[src/rtl/irq_redir_pkg.sv]
package irq_redir_pkg;

    // Bus offsets
    localparam logic [7:0] OFF_SELECT = 8'h00;
    localparam logic [7:0] OFF_WINDOW = 8'h10;

    // Index space behind the window
    localparam logic [7:0] IDX_IDENT  = 8'h00;
    localparam logic [7:0] IDX_VERS   = 8'h01;
    localparam logic [7:0] IDX_ARBIT  = 8'h02;
    localparam logic [7:0] IDX_TABLE  = 8'h10;

    // Entry field positions
    localparam int VEC_LSB   = 0;
    localparam int DLV_LSB   = 8;
    localparam int DMODE_BIT = 11;
    localparam int BUSY_BIT  = 12;
    localparam int POL_BIT   = 13;
    localparam int RIRR_BIT  = 14;
    localparam int TRIG_BIT  = 15;
    localparam int MASK_BIT  = 16;
    localparam int DEST_LSB  = 56;

    localparam logic [63:0] ENTRY_RESET = 64'h0000_0000_0001_0000;

    typedef enum logic [2:0] {
        RK_IDENT,
        RK_VERS,
        RK_ARBIT,
        RK_ENTRY,
        RK_NONE
    } reg_kind_e;

endpackage

[src/rtl/redir_index_decode.sv]
module redir_index_decode
    import irq_redir_pkg::*;
#(
    parameter int NUM_PINS = 24,
    localparam int PIN_W = (NUM_PINS > 1) ? $clog2(NUM_PINS) : 1
) (
    input  logic [7:0]       sel,
    output reg_kind_e        kind,
    output logic [PIN_W-1:0] pin,
    output logic             upper
);

    logic [7:0] rel;
    logic [6:0] ent;

    assign rel   = sel - IDX_TABLE;
    assign ent   = rel[7:1];
    assign pin   = ent[PIN_W-1:0];
    assign upper = sel[0];

    always_comb begin
        if (sel == IDX_IDENT)          kind = RK_IDENT;
        else if (sel == IDX_VERS)      kind = RK_VERS;
        else if (sel == IDX_ARBIT)     kind = RK_ARBIT;
        else if (sel < IDX_TABLE)      kind = RK_NONE;
        else if (int'(ent) < NUM_PINS) kind = RK_ENTRY;
        else                           kind = RK_NONE;
    end

endmodule

[src/rtl/redir_entry.sv]
module redir_entry
    import irq_redir_pkg::*;
(
    input  logic        clk,
    input  logic        rst_n,
    input  logic        wr_lo,
    input  logic        wr_hi,
    input  logic [31:0] wdata,
    input  logic        rirr_set,
    input  logic        rirr_clr,
    input  logic        busy_set,
    input  logic        busy_clr,
    output logic [63:0] q,
    output logic        mask_flip
);

    logic [63:0] nxt;
    logic        wr_any;

    assign wr_any    = wr_lo | wr_hi;
    assign mask_flip = wr_lo && (wdata[MASK_BIT] != q[MASK_BIT]);

    always_comb begin
        nxt = q;
        if (wr_lo) nxt[31:0]  = wdata;
        if (wr_hi) nxt[63:32] = wdata;
        // status bits are not reachable from the bus
        nxt[BUSY_BIT] = q[BUSY_BIT];
        nxt[RIRR_BIT] = q[RIRR_BIT];
        if (busy_set) nxt[BUSY_BIT] = 1'b1;
        if (busy_clr) nxt[BUSY_BIT] = 1'b0;
        if (rirr_set) nxt[RIRR_BIT] = 1'b1;
        if (rirr_clr) nxt[RIRR_BIT] = 1'b0;
        // an entry left at edge trigger drops its remote-IRR
        if (wr_any && !nxt[TRIG_BIT]) nxt[RIRR_BIT] = 1'b0;
    end

    always_ff @(posedge clk or negedge rst_n) begin
        if (!rst_n) q <= ENTRY_RESET;
        else        q <= nxt;
    end


    lo_write_keeps_hi_chk: assert property (@(posedge clk) disable iff (!rst_n)
        (wr_lo && !wr_hi) |=> (q[63:32] == $past(q[63:32])));


    busy_survives_write_chk: assert property (@(posedge clk) disable iff (!rst_n)
        (wr_any && !busy_set && !busy_clr) |=> (q[BUSY_BIT] == $past(q[BUSY_BIT])));


    edge_drops_rirr_chk: assert property (@(posedge clk) disable iff (!rst_n)
        wr_any |=> (q[TRIG_BIT] || !q[RIRR_BIT]));


    rirr_clear_wins_chk: assert property (@(posedge clk) disable iff (!rst_n)
        rirr_clr |=> !q[RIRR_BIT]);

endmodule

[src/rtl/redir_read_mux.sv]
module redir_read_mux
    import irq_redir_pkg::*;
#(
    parameter int         NUM_PINS = 24,
    parameter logic [7:0] VERSION  = 8'h11,
    localparam int PIN_W = (NUM_PINS > 1) ? $clog2(NUM_PINS) : 1
) (
    input  reg_kind_e                  kind,
    input  logic [PIN_W-1:0]           pin,
    input  logic                       upper,
    input  logic [3:0]                 ident,
    input  logic [NUM_PINS-1:0][63:0]  entries,
    output logic [31:0]                word
);

    localparam logic [7:0] LAST_PIN = 8'(NUM_PINS - 1);

    logic [63:0] picked;

    assign picked = entries[pin];

    always_comb begin
        unique case (kind)
            RK_IDENT, RK_ARBIT: word = {4'h0, ident, 24'h0};
            RK_VERS:            word = {8'h00, LAST_PIN, 8'h00, VERSION};
            RK_ENTRY:           word = upper ? picked[63:32] : picked[31:0];
            default:            word = 32'hFFFF_FFFF;
        endcase
    end

endmodule

[src/rtl/irq_redir_regs.sv]
module irq_redir_regs
    import irq_redir_pkg::*;
#(
    parameter int         NUM_PINS = 24,
    parameter int         BUS_AW   = 8,
    parameter logic [7:0] VERSION  = 8'h11,
    localparam int PIN_W = (NUM_PINS > 1) ? $clog2(NUM_PINS) : 1
) (
    input  logic                    clk,
    input  logic                    rst_n,
    input  logic                    bus_valid,
    input  logic                    bus_write,
    input  logic [BUS_AW-1:0]       bus_addr,
    input  logic [31:0]             bus_wdata,
    output logic [31:0]             bus_rdata,
    input  logic [NUM_PINS-1:0]     rirr_set,
    input  logic [NUM_PINS-1:0]     rirr_clr,
    input  logic [NUM_PINS-1:0]     busy_set,
    input  logic [NUM_PINS-1:0]     busy_clr,
    output logic [NUM_PINS*8-1:0]   pin_vector,
    output logic [NUM_PINS*3-1:0]   pin_dlv_mode,
    output logic [NUM_PINS-1:0]     pin_dest_mode,
    output logic [NUM_PINS-1:0]     pin_busy,
    output logic [NUM_PINS-1:0]     pin_polarity,
    output logic [NUM_PINS-1:0]     pin_remote_irr,
    output logic [NUM_PINS-1:0]     pin_trigger,
    output logic [NUM_PINS-1:0]     pin_mask,
    output logic [NUM_PINS*8-1:0]   pin_dest,
    output logic                    mask_chg_valid,
    output logic [PIN_W-1:0]        mask_chg_pin
);

    localparam logic [BUS_AW-1:0] A_SEL = BUS_AW'(OFF_SELECT);
    localparam logic [BUS_AW-1:0] A_WIN = BUS_AW'(OFF_WINDOW);

    logic [7:0]                 sel_q;
    logic [3:0]                 ident_q;
    logic                       sel_we;
    logic                       win_we;
    logic                       rd_en;
    reg_kind_e                  kind;
    logic [PIN_W-1:0]           dec_pin;
    logic                       dec_upper;
    logic [NUM_PINS-1:0][63:0]  entries;
    logic [NUM_PINS-1:0]        flips;
    logic [31:0]                win_word;

    assign sel_we = bus_valid && bus_write && (bus_addr == A_SEL);
    assign win_we = bus_valid && bus_write && (bus_addr == A_WIN);
    assign rd_en  = bus_valid && !bus_write;

    redir_index_decode #(.NUM_PINS(NUM_PINS)) u_decode (
        .sel   (sel_q),
        .kind  (kind),
        .pin   (dec_pin),
        .upper (dec_upper)
    );

    always_ff @(posedge clk or negedge rst_n) begin
        if (!rst_n) begin
            sel_q   <= 8'h00;
            ident_q <= 4'h0;
        end else begin
            if (sel_we) sel_q <= bus_wdata[7:0];
            if (win_we && kind == RK_IDENT) ident_q <= bus_wdata[27:24];
        end
    end

    for (genvar g = 0; g < NUM_PINS; g++) begin : g_pin
        logic hit;
        assign hit = win_we && (kind == RK_ENTRY) && (dec_pin == PIN_W'(g));

        redir_entry u_entry (
            .clk       (clk),
            .rst_n     (rst_n),
            .wr_lo     (hit && !dec_upper),
            .wr_hi     (hit && dec_upper),
            .wdata     (bus_wdata),
            .rirr_set  (rirr_set[g]),
            .rirr_clr  (rirr_clr[g]),
            .busy_set  (busy_set[g]),
            .busy_clr  (busy_clr[g]),
            .q         (entries[g]),
            .mask_flip (flips[g])
        );

        assign pin_vector[g*8 +: 8]   = entries[g][VEC_LSB +: 8];
        assign pin_dlv_mode[g*3 +: 3] = entries[g][DLV_LSB +: 3];
        assign pin_dest_mode[g]       = entries[g][DMODE_BIT];
        assign pin_busy[g]            = entries[g][BUSY_BIT];
        assign pin_polarity[g]        = entries[g][POL_BIT];
        assign pin_remote_irr[g]      = entries[g][RIRR_BIT];
        assign pin_trigger[g]         = entries[g][TRIG_BIT];
        assign pin_mask[g]            = entries[g][MASK_BIT];
        assign pin_dest[g*8 +: 8]     = entries[g][DEST_LSB +: 8];
    end

    // Only one entry can be written per cycle, so the decoded pin names the flip.
    always_ff @(posedge clk or negedge rst_n) begin
        if (!rst_n) begin
            mask_chg_valid <= 1'b0;
            mask_chg_pin   <= '0;
        end else begin
            mask_chg_valid <= |flips;
            mask_chg_pin   <= dec_pin;
        end
    end

    redir_read_mux #(.NUM_PINS(NUM_PINS), .VERSION(VERSION)) u_rmux (
        .kind    (kind),
        .pin     (dec_pin),
        .upper   (dec_upper),
        .ident   (ident_q),
        .entries (entries),
        .word    (win_word)
    );

    always_comb begin
        bus_rdata = 32'h0;
        if (rd_en) begin
            if (bus_addr == A_SEL)      bus_rdata = {24'h0, sel_q};
            else if (bus_addr == A_WIN) bus_rdata = win_word;
        end
    end


    sel_low_byte_chk: assert property (@(posedge clk) disable iff (!rst_n)
        sel_we |=> (sel_q == $past(bus_wdata[7:0])));


    arbit_write_ignored_chk: assert property (@(posedge clk) disable iff (!rst_n)
        (win_we && kind == RK_ARBIT) |=> $stable(ident_q));


    oor_write_ignored_chk: assert property (@(posedge clk) disable iff (!rst_n)
        (win_we && kind == RK_NONE) |=> ($stable(pin_mask) && $stable(ident_q)));


    strobe_matches_flip_chk: assert property (@(posedge clk) disable iff (!rst_n)
        mask_chg_valid |-> ((pin_mask ^ $past(pin_mask)) == (NUM_PINS'(1) << mask_chg_pin)));


    no_strobe_no_flip_chk: assert property (@(posedge clk) disable iff (!rst_n)
        !mask_chg_valid |-> (pin_mask == $past(pin_mask)));


    other_offset_write_chk: assert property (@(posedge clk) disable iff (!rst_n)
        (bus_valid && bus_write && bus_addr != A_SEL && bus_addr != A_WIN)
            |=> ($stable(sel_q) && $stable(ident_q)));

endmodule

[config.mk]
export PLATFORM = sky130hd
export DESIGN_NAME = irq_redir_regs
export DESIGN_NICKNAME = d
export VERILOG_FILES = /design/src/rtl/irq_redir_pkg.sv /design/src/rtl/redir_index_decode.sv /design/src/rtl/redir_entry.sv /design/src/rtl/redir_read_mux.sv /design/src/rtl/irq_redir_regs.sv
export SDC_FILE = /design/constraint.sdc
export NUM_CORES = 2
export LEC_CHECK = 0
export BUFFER_PORTS_ARGS = -buffer_cell sky130_fd_sc_hd__clkbuf_2
export CORE_MARGIN = 2
export CORE_UTILIZATION = 47
export DETAILED_ROUTE_END_ITERATION = 6
export GPL_TIMING_DRIVEN = 0
export PLACE_DENSITY = 0.69
export SYNTH_ARGS = -nofsm -noshare
export SYNTH_HDL_FRONTEND = slang
export SYNTH_SLANG_ARGS = --single-unit
[constraint.sdc]
create_clock -name clk -period 4.7 [get_ports clk]
set_input_delay 0.94 -clock clk [delete_from_list [all_inputs] [get_ports clk]]
set_output_delay 0.94 -clock clk [all_outputs]
set_load 0.01 [all_outputs]
==> flow_metrics.tcl <==
set metrics [dict create \
    grt_pass1_vias 52100 \
    irDropWorstVdd_mv 0.383 \
    vias 54200 \
    setup_ws_ns -0.103 \
    path_class "reg2out" \
    fp.coreArea_sq_um 160000 \
    htreeDepth 4 \
    cp_max_fo 10 \
    io_buffers 745 \
    path_clk_slew_ns 0.06 \
    ctsHoldBuffers 0 \
    period_needed_ns 4.80 \
    final_layout_size_suffix_gt1_frac 0.617 \
    worst_setup_path_start_kind "flop" \
    die_w_um 406 \
    synth_edf_count 0 \
    initial_core_util 0.473 \
    powerDensity_nw_per_um2 314 \
    dpl.cell_count 8245 \
    hpwl_um 230000 \
    ys_types 70 \
    synth_nets 5463 \
    yosysSeqAreaShare 0.513 \
    synth-async-reset-ratio 1.00 \
    fin_crit_sh 1.02 \
    grt_max_degree 118 \
    synth_flop_cell "dfrtp_1" \
    path_cells "buf_8 -> buf_12 -> buf_8 -> mux4_2 -> mux4_2 -> a21oi_2 -> o211ai_1 -> clkbuf_2" \
    required_ns 3.76 \
    drt_wl_total_um 314000 \
    syn-cell-area_sq_um 75900 \
    clk_path_buf_depth 3 \
    timing.fmax_mhz 208 \
    fillers 12900 \
    violations "setup timing" \
    cts_made_buffers 170 \
    grt_pass1_wl_um 423000 \
    crit_path_top_delay_cell "mux4_2" \
    ant_nets 0 \
    fin_util 0.571 \
    final_cell_mix "dfrtp_1, mux2_2, clkbuf_2, buf_4, mux4_2" \
    fp.dieH_um 406 \
    yosysWarnings 0 \
    synth.avg_cell_area_sq_um 14.3 \
    outcome "finished, violations left" \
    maxCapViolations 0 \
    rsz0062_at_grt "true" \
    pin_count 778 \
    nNetsFinal 6523 \
    layout_commonest_cell "dfrtp_1" \
    drt-vias-per-instance 6.24 \
    drt-initial-drc-count 7711 \
    overflow 0 \
    area_growth_pct 20.8 \
    insertion_delay_ns 0.85 \
    cts_tree "yes" \
    hold_violations 0 \
    fin_cells 8688 \
    drc 0 \
    final-max-slew-violation-count 0 \
    num_rows 147 \
    cpPeakStageDelay_ns 0.56 \
    gp_congestion 1.00 \
    leakage_nw 46.2 \
    setup_viol 20 \
    ys_ff_latch 1554 \
    worstHoldPathType "in2async" \
    die_area_sq_um 165000 \
    endpoint_kind "output port" \
    slew_headroom 0.0966 \
    synthCells 5321 \
    skew_ns 0.0435 \
    cp.arrival_ns 3.86 \
    wl_per_cell_um 36.2 \
    drtPass1Iterations 6 \
    worst_pin_slew_ns 1.34 \
    track_usage 0.377 \
    antenna_found_initial 25 \
    root_buffer "clkbuf_16" \
    cts.sinks 1554 \
    whs_ns 0.211 \
]
[layout make-up]
| cell class | count | area [sq um] | share of cell area |
|---|---|---|---|
| Sequential cell | 1554 | 38900 | 0.425 |
| Clock inverter | 47 | 572 | 0.00624 |
| Timing Repair Buffer | 890 | 5340 | 0.0583 |
| Inverter | 7 | 38.8 | 0.000423 |
| Multi-Input combinational cell | 2700 | 31100 | 0.339 |
| Buffer | 1058 | 7870 | 0.0858 |
| Antenna cell | 11 | 27.5 | 0.000300 |
| Clock buffer | 261 | 5110 | 0.0558 |
| Tap cell | 2160 | 2700 | 0.0295 |
[metrics by stage]
step                worst slack [ns]  instance area, sq um  TNS [ns]  total power, mW
global placement              -35.56                 82300         -             15.0
finish                        -0.103                 91600    -0.877             28.7
detailed placement             -2.68                 82800  -1204.42             15.0
CTS                           -0.186                 90500     -1.47             28.6
global route                 -0.0481                 91600    -0.146             29.3
floorplan                      0.354                 75900         0             14.2
[metal layers]
metal | wire length (um) | track usage | up-vias
li1 | - | - | 20800
met1 | 117000 | 0.498 | 28700
met2 | 136000 | 0.546 | 3870
met3 | 41500 | 0.138 | 868
met4 | 19200 | 0.191 | 16
met5 | 263 | 0 | -
[flip-flops by register name, indices dropped and copies added (netlist names)]
name             count
g_pin.u_entry.q   1536
ident_q              4
mask_chg_pin         5
mask_chg_valid       1
sel_q                8
[cells in the mapped netlist, types with 22 or more instances]
library cell,number,area [sq um]
a21oi_1,38,190
and2_1,22,138
buf_1,23,86.3
buf_2,211,1060
buf_4,607,4560
clkbuf_1,219,822
dfrtp_1,1530,38300
dfstp_2,24,631
mux2_2,1385,15600
mux2i_1,39,390
mux4_2,453,10200
nand2_1,369,1390
nor2_1,110,413
o21ai_0,61,305
[critical path, delay by kind of cell (launching register included)]
family | cells | cell delay, ns
muxes | 2 | 1.10
buffers and inverters | 4 | 0.84
DFF | 1 | 0.42
AOI/OAI and AO/OA | 2 | 0.65
[path summary, 6_finish.rpt]
| check | startpoint | end | slack (ns) | depth (start not counted) |
|---|---|---|---|---|
| worst max-delay path | sel_q[1] | bus_rdata[2] | -0.10 | 8 |
| worst min register to register | g_pin[6].u_entry.q[25] | g_pin[6].u_entry.q[25] | 0.46 | 2 |
| min in group clk | busy_clr[2] | g_pin[2].u_entry.q[12] | 0.24 | 2 |
| worst max register to register | sel_q[1] | g_pin[7].u_entry.q[29] | 0.09 | 10 |
| worst min-delay path | rst_n | g_pin[14].u_entry.q[57] | 0.21 | 1 |
| max in group asynchronous | rst_n | mask_chg_pin[2] | 1.57 | 6 |
[power breakdown]
| part | switching (mW) | internal [mW] | total [mW] | leakage (nW) |
|---|---|---|---|---|
| combinational | 1.09 | 0.422 | 1.52 | 21.8 |
| sequential | 0.0407 | 13.4 | 13.5 | 21.5 |
| clock | 5.86 | 7.90 | 13.8 | 2.80 |
[what timing repair did]
| item | in CTS | in global routing |
|---|---|---|
| setup endpoints to repair | 1542 | 32 |
| setup buffers | 37 | 84 |
| gates resized for setup | 489 | 87 |
| pin swaps | 17 | 14 |
| gates cloned | 2 | 4 |
[cell families (layout without fill, tap and decap cells)]
family,Yosys count,count (layout),share of synthesized area
buf+inv,1068,2263,0.0865
flops,1554,1554,0.513
other cells,0,11,0
simple gates,608,609,0.0366
fa+ha+maj,2,2,0.000330
compound gates,212,212,0.0185
mux,1877,1877,0.345
(Power assumes the default switching activity.)
